File: src/rtl/burst_addr_gen.sv
module burst_addr_gen #(
  parameter int ADDR_W = 18
) (
  input  logic              clk,
  input  logic              rst_n,
  input  logic              load,
  input  logic              advance,
  input  logic              order_sel,
  input  logic [ADDR_W-1:0] start_addr,
  output logic [ADDR_W-1:0] burst_addr
);
  localparam int HI_W = ADDR_W - 2;

  logic [HI_W-1:0] hi_q;
  logic [1:0]      seed_q;
  logic [1:0]      beat_q;
  logic            interleave;
  logic [1:0]      low_lin;
  logic [1:0]      low_ilv;

  always_ff @(posedge clk or negedge rst_n) begin
    if (!rst_n) begin
      hi_q   <= '0;
      seed_q <= '0;
      beat_q <= '0;
    end else if (load) begin
      hi_q   <= start_addr[ADDR_W-1:2];
      seed_q <= start_addr[1:0];
      beat_q <= '0;
    end else if (advance) begin
      beat_q <= beat_q + 2'd1;
    end
  end

  // a mode pin that is not actively low (high, floating, unknown) means interleaved
  assign interleave = (order_sel !== 1'b0);
  assign low_lin    = seed_q + beat_q;
  assign low_ilv    = seed_q ^ beat_q;
  assign burst_addr = {hi_q, interleave ? low_ilv : low_lin};
endmodule

File: config.mk
export PLATFORM = sky130hd
export DESIGN_NAME = burst_addr_gen
export DESIGN_NICKNAME = d
export VERILOG_FILES = /design/src/rtl/burst_addr_gen.sv
export SDC_FILE = /design/constraint.sdc
export NUM_CORES = 1
export LEC_CHECK = 0
export ABC_AREA = 1
export BUFFER_PORTS_ARGS = -buffer_cell sky130_fd_sc_hd__buf_4
export CORE_UTILIZATION = 47
export DETAILED_ROUTE_END_ITERATION = 10
export MAX_ROUTING_LAYER = met4
export PLACE_DENSITY_LB_ADDON = 0.2
export SYNTH_ARGS = -nofsm -noshare
export SYNTH_HDL_FRONTEND = slang
export SYNTH_SLANG_ARGS = --single-unit
export TNS_END_PERCENT = 100
File: constraint.sdc
create_clock -name clk -period 3.1 [get_ports clk]
set_clock_uncertainty 0.05 [all_clocks]
set_input_delay 0.62 -clock clk [delete_from_list [all_inputs] [get_ports clk]]
set_output_delay 0.62 -clock clk [all_outputs]
set_load 0.05 [all_outputs]
==> qor.csv <==
stage;metric;value;unit
detailed_routing;DRC violation total after the first TritonRoute iteration;18;
logic_synthesis;Post-Syn Instances;98;
detailed_routing;post-detailed-route via-to-cell ratio;4.78;
detailed_routing;DRC violations left;2;
logic_synthesis;number of synthesized register bits;20;
layout;area of the multi-input gates;279;sq um
sta;number of setup violations in the final report;0;
detailed_routing;wirelength, routed;1.72;mm
detailed_routing;TritonRoute pass-1 iters;8;
cts;Resized cells post-CTS;0;
sta;number of slew-limit violations in the final report;0;
sta;worst hold margin;0.135;ns
pwr;Clk network pwr share;0.197;
die;die outline area;0.00194;sq mm
hold_path;path class of the lowest-slack min-delay path;in -> async;
layout;fill count;132;
logic_synthesis;register area share after synthesis;0.603;
cts;clock tree root buffer cell;clkbuf_4;
sta;slew at the pin closest to its max-slew limit;0.287;ns
layout;Sequential Area;500;sq um
flow_run;max_cap viols;0;
logic_synthesis;Post-Syn Area;830;sq um
sta;Final min period;2.05;ns
cts;clock-pin slew of the registers on the worst-case setup and hold paths;0.11;ns
pwr;Comb pwr share;0.307;
grt;first-pass GRT wire length;2.86;mm
cts;CTS Sinks;20;
cts;CTS tree;built;
grt;number of antenna violations at the first check in global routing;0;
logic_synthesis;Synth Area in XOR/XNOR;0;
sta;RSZ-0062 raised after global routing;false;
die;vertical die dimension;44.0;um
pwr;leakage power;0.667;nW
worst_setup_path;Setup Crit Path Kind;reg -> out;
logic_synthesis;average cell area after synthesis;8.46;sq um
cts;number of buffers added to fix hold violations after cts;0;
pwr;Net Sw Power;0.211;mW
detailed_routing;overall via count from detail_route;736;
pwr;maximum vdd drop;0.000354;V
logic_synthesis;Synth Net Count;122;
sta;Max Clock Freq;487;MHz
layout;diodes inserted;0;
pwr;Int Pwr;0.389;mW
sta;Final Hold Fails;0;
sta;total negative setup slack;0;ns
logic_synthesis;Post-Synth Simple-Gate Area;0.294;
layout;area growth from synthesis to layout;38.0;%
grt;maximum number of pins on one net before global-route repair;22;
cts;buffer depth of the longest clock path;2;
pwr;total power;0.600;mW
die;horizontal extent of the die;44.0;um
die;num ports;41;
pwr;power density relative to cell area;524;mW/mm^2
logic_synthesis;proportion of synthesized area in mux cells;0;
worst_setup_path;required time at the endpoint of the critical path;2.43;ns
grt;Remaining Overflow, GRT;0;
grt;via count of the first global-routing pass;694;
die;row count;14;
logic_synthesis;Syn. warnings;0;
cts;number of CTS-inserted buffers;3;
worst_setup_path;data arrival time of the critical path;1.38;ns
cts;# Post-CTS Setup Buffers;0;
placed_design;placed wire-length estimate;1.26;mm
run_status;run status;complete, but fails checks;
die;starting density of the core;0.526;
pwr;switching share of power;0.352;
layout;number of nets in the layout;164;
worst_setup_path;endpoint kind of the worst setup timing path;primary output;
run_status;failing checks;DRC;
worst_setup_path;Max FO, Critical Path;5;
logic_synthesis;dominant combinational cell family by area after synthesis;simple AND/OR/NAND/NOR gates;
sta;portion of the clock cycle consumed by the worst path in the final layout;0.663;
placed_design;final weighted congestion in routability-driven placement;0.700;
logic_synthesis;adder-cell area share of the yosys netlist;0.0151;
detailed_routing;residual antenna-violating net count after detailed routing;0;
grt;Total GRT Usage;0.207;
placed_design;quantity of I/O buffers inserted on ports;40;
detailed_routing;average wire per cell in the routed design;11.2;um
cts;worst skew pair latency;0.29;ns
worst_setup_path;Critical Path Source Type;flop;
layout;ratio of cells with drive above 1 in the final layout;0.319;
pwr;share of total power in sequential cells;0.495;
cts;H-tree depth reported by CTS;1;
die;Std-Cell Core Area;0.00158;sq mm
logic_synthesis;Compound-Gate Fraction of Synth Area;0.0271;
sta;Max-Slew Margin vs Limit;0.808;
logic_synthesis;Netlist cell types;12;
-- cells in the mapped netlist --
cell type	n	share of area
inv_1	5	0.023
inv_2	1	0.0045
nand3_1	3	0.018
dfrtp_1	20	0.60
nor2_1	2	0.0091
a21oi_1	2	0.012
buf_2	1	0.0060
ha_1	1	0.015
o21ai_0	1	0.0060
o21a_1	1	0.0091
buf_6	2	0.027
nand2_1	59	0.27
-- critical path, cell delays in order (launching register included) --
cell	delay, ns
dfrtp_1	0.44
ha_1	0.19
inv_1	0.04
nor2_1	0.08
nand3_1	0.07
nand2_1	0.06
inv_1	0.03
buf_4	0.17
-- per-layer routing --
metal,global-route usage,share of wire
met5,-,0
met4,0.0727,0.0058
met3,0.0286,0.053
met2,0.344,0.49
met1,0.261,0.45
-- layout make-up --
class | instances | share of cell area
flip-flops and latches | 20 | 0.437
repair buffers | 40 | 0.262
well taps | 16 | 0.0175
clock buffers | 3 | 0.0197
multi-input cells | 69 | 0.244
inverters | 6 | 0.0197
-- final timing paths --
kind | startpoint | endpoint | slack (ns) | depth (start not counted)
worst max-delay path | beat_q[0]$_DFFE_PN0P_ | burst_addr[1] | 1.05 | 7
worst min-delay path | rst_n | beat_q[0]$_DFFE_PN0P_ | 0.13 | 1
worst max register to register | beat_q[0]$_DFFE_PN0P_ | beat_q[0]$_DFFE_PN0P_ | 2.22 | 2
worst min register to register | hi_q[0]$_DFFE_PN0P_ | hi_q[0]$_DFFE_PN0P_ | 0.43 | 2
max in group asynchronous | rst_n | hi_q[3]$_DFFE_PN0P_ | 2.66 | 1
min in group clk | hi_q[0]$_DFFE_PN0P_ | hi_q[0]$_DFFE_PN0P_ | 0.43 | 2
-- flip-flops by register name, indices dropped and copies added (netlist names) --
signal	flops
seed_q	2
hi_q	16
beat_q	2
-- layout by cell type, fill, tap and decap left out --
| cell | synthesis | layout |
|---|---|---|
| a21oi_1 | 2 | 2 |
| buf_4 | 0 | 40 |
| clkbuf_4 | 0 | 3 |
| dfrtp_1 | 20 | 20 |
| ha_1 | 1 | 1 |
| inv_1 | 5 | 5 |
| inv_2 | 1 | 1 |
| nand2_1 | 59 | 59 |
| nand3_1 | 3 | 3 |
| nor2_1 | 2 | 2 |
| o21a_1 | 1 | 1 |
| o21ai_0 | 1 | 1 |
-- cells by family after synthesis --
group	after synthesis
and+or+nand+nor	64
DFF	20
buffers and inverters	9
AOI/OAI and AO/OA	4
adders and majority gates	1
-- power groups by stage --
stage                     clock, mW  combinational (mW)  sequential, mW
after floorplan                   0              0.0519           0.367
after global placement            0               0.182           0.301
after detailed placement          0               0.186           0.302
after CTS                     0.120               0.186           0.298
after global routing          0.132               0.197           0.300
final                         0.119               0.185           0.297
-- metrics by stage --
step / utilization / cells / setup slack, ns / cell area (sq um)
6_report: 0.726 / 154 / 1.05 / 1140
5_1_grt: 0.726 / 154 / 0.946 / 1140
4_1_cts: 0.726 / 154 / 1.05 / 1140
3_5_place_dp: 0.712 / 151 / 1.26 / 1120
3_3_place_gp: 0.712 / 151 / 1.28 / 1120
2_1_floorplan: - / 98 / 1.32 / 830
No activity file was read; power rests on OpenSTA's default activity.
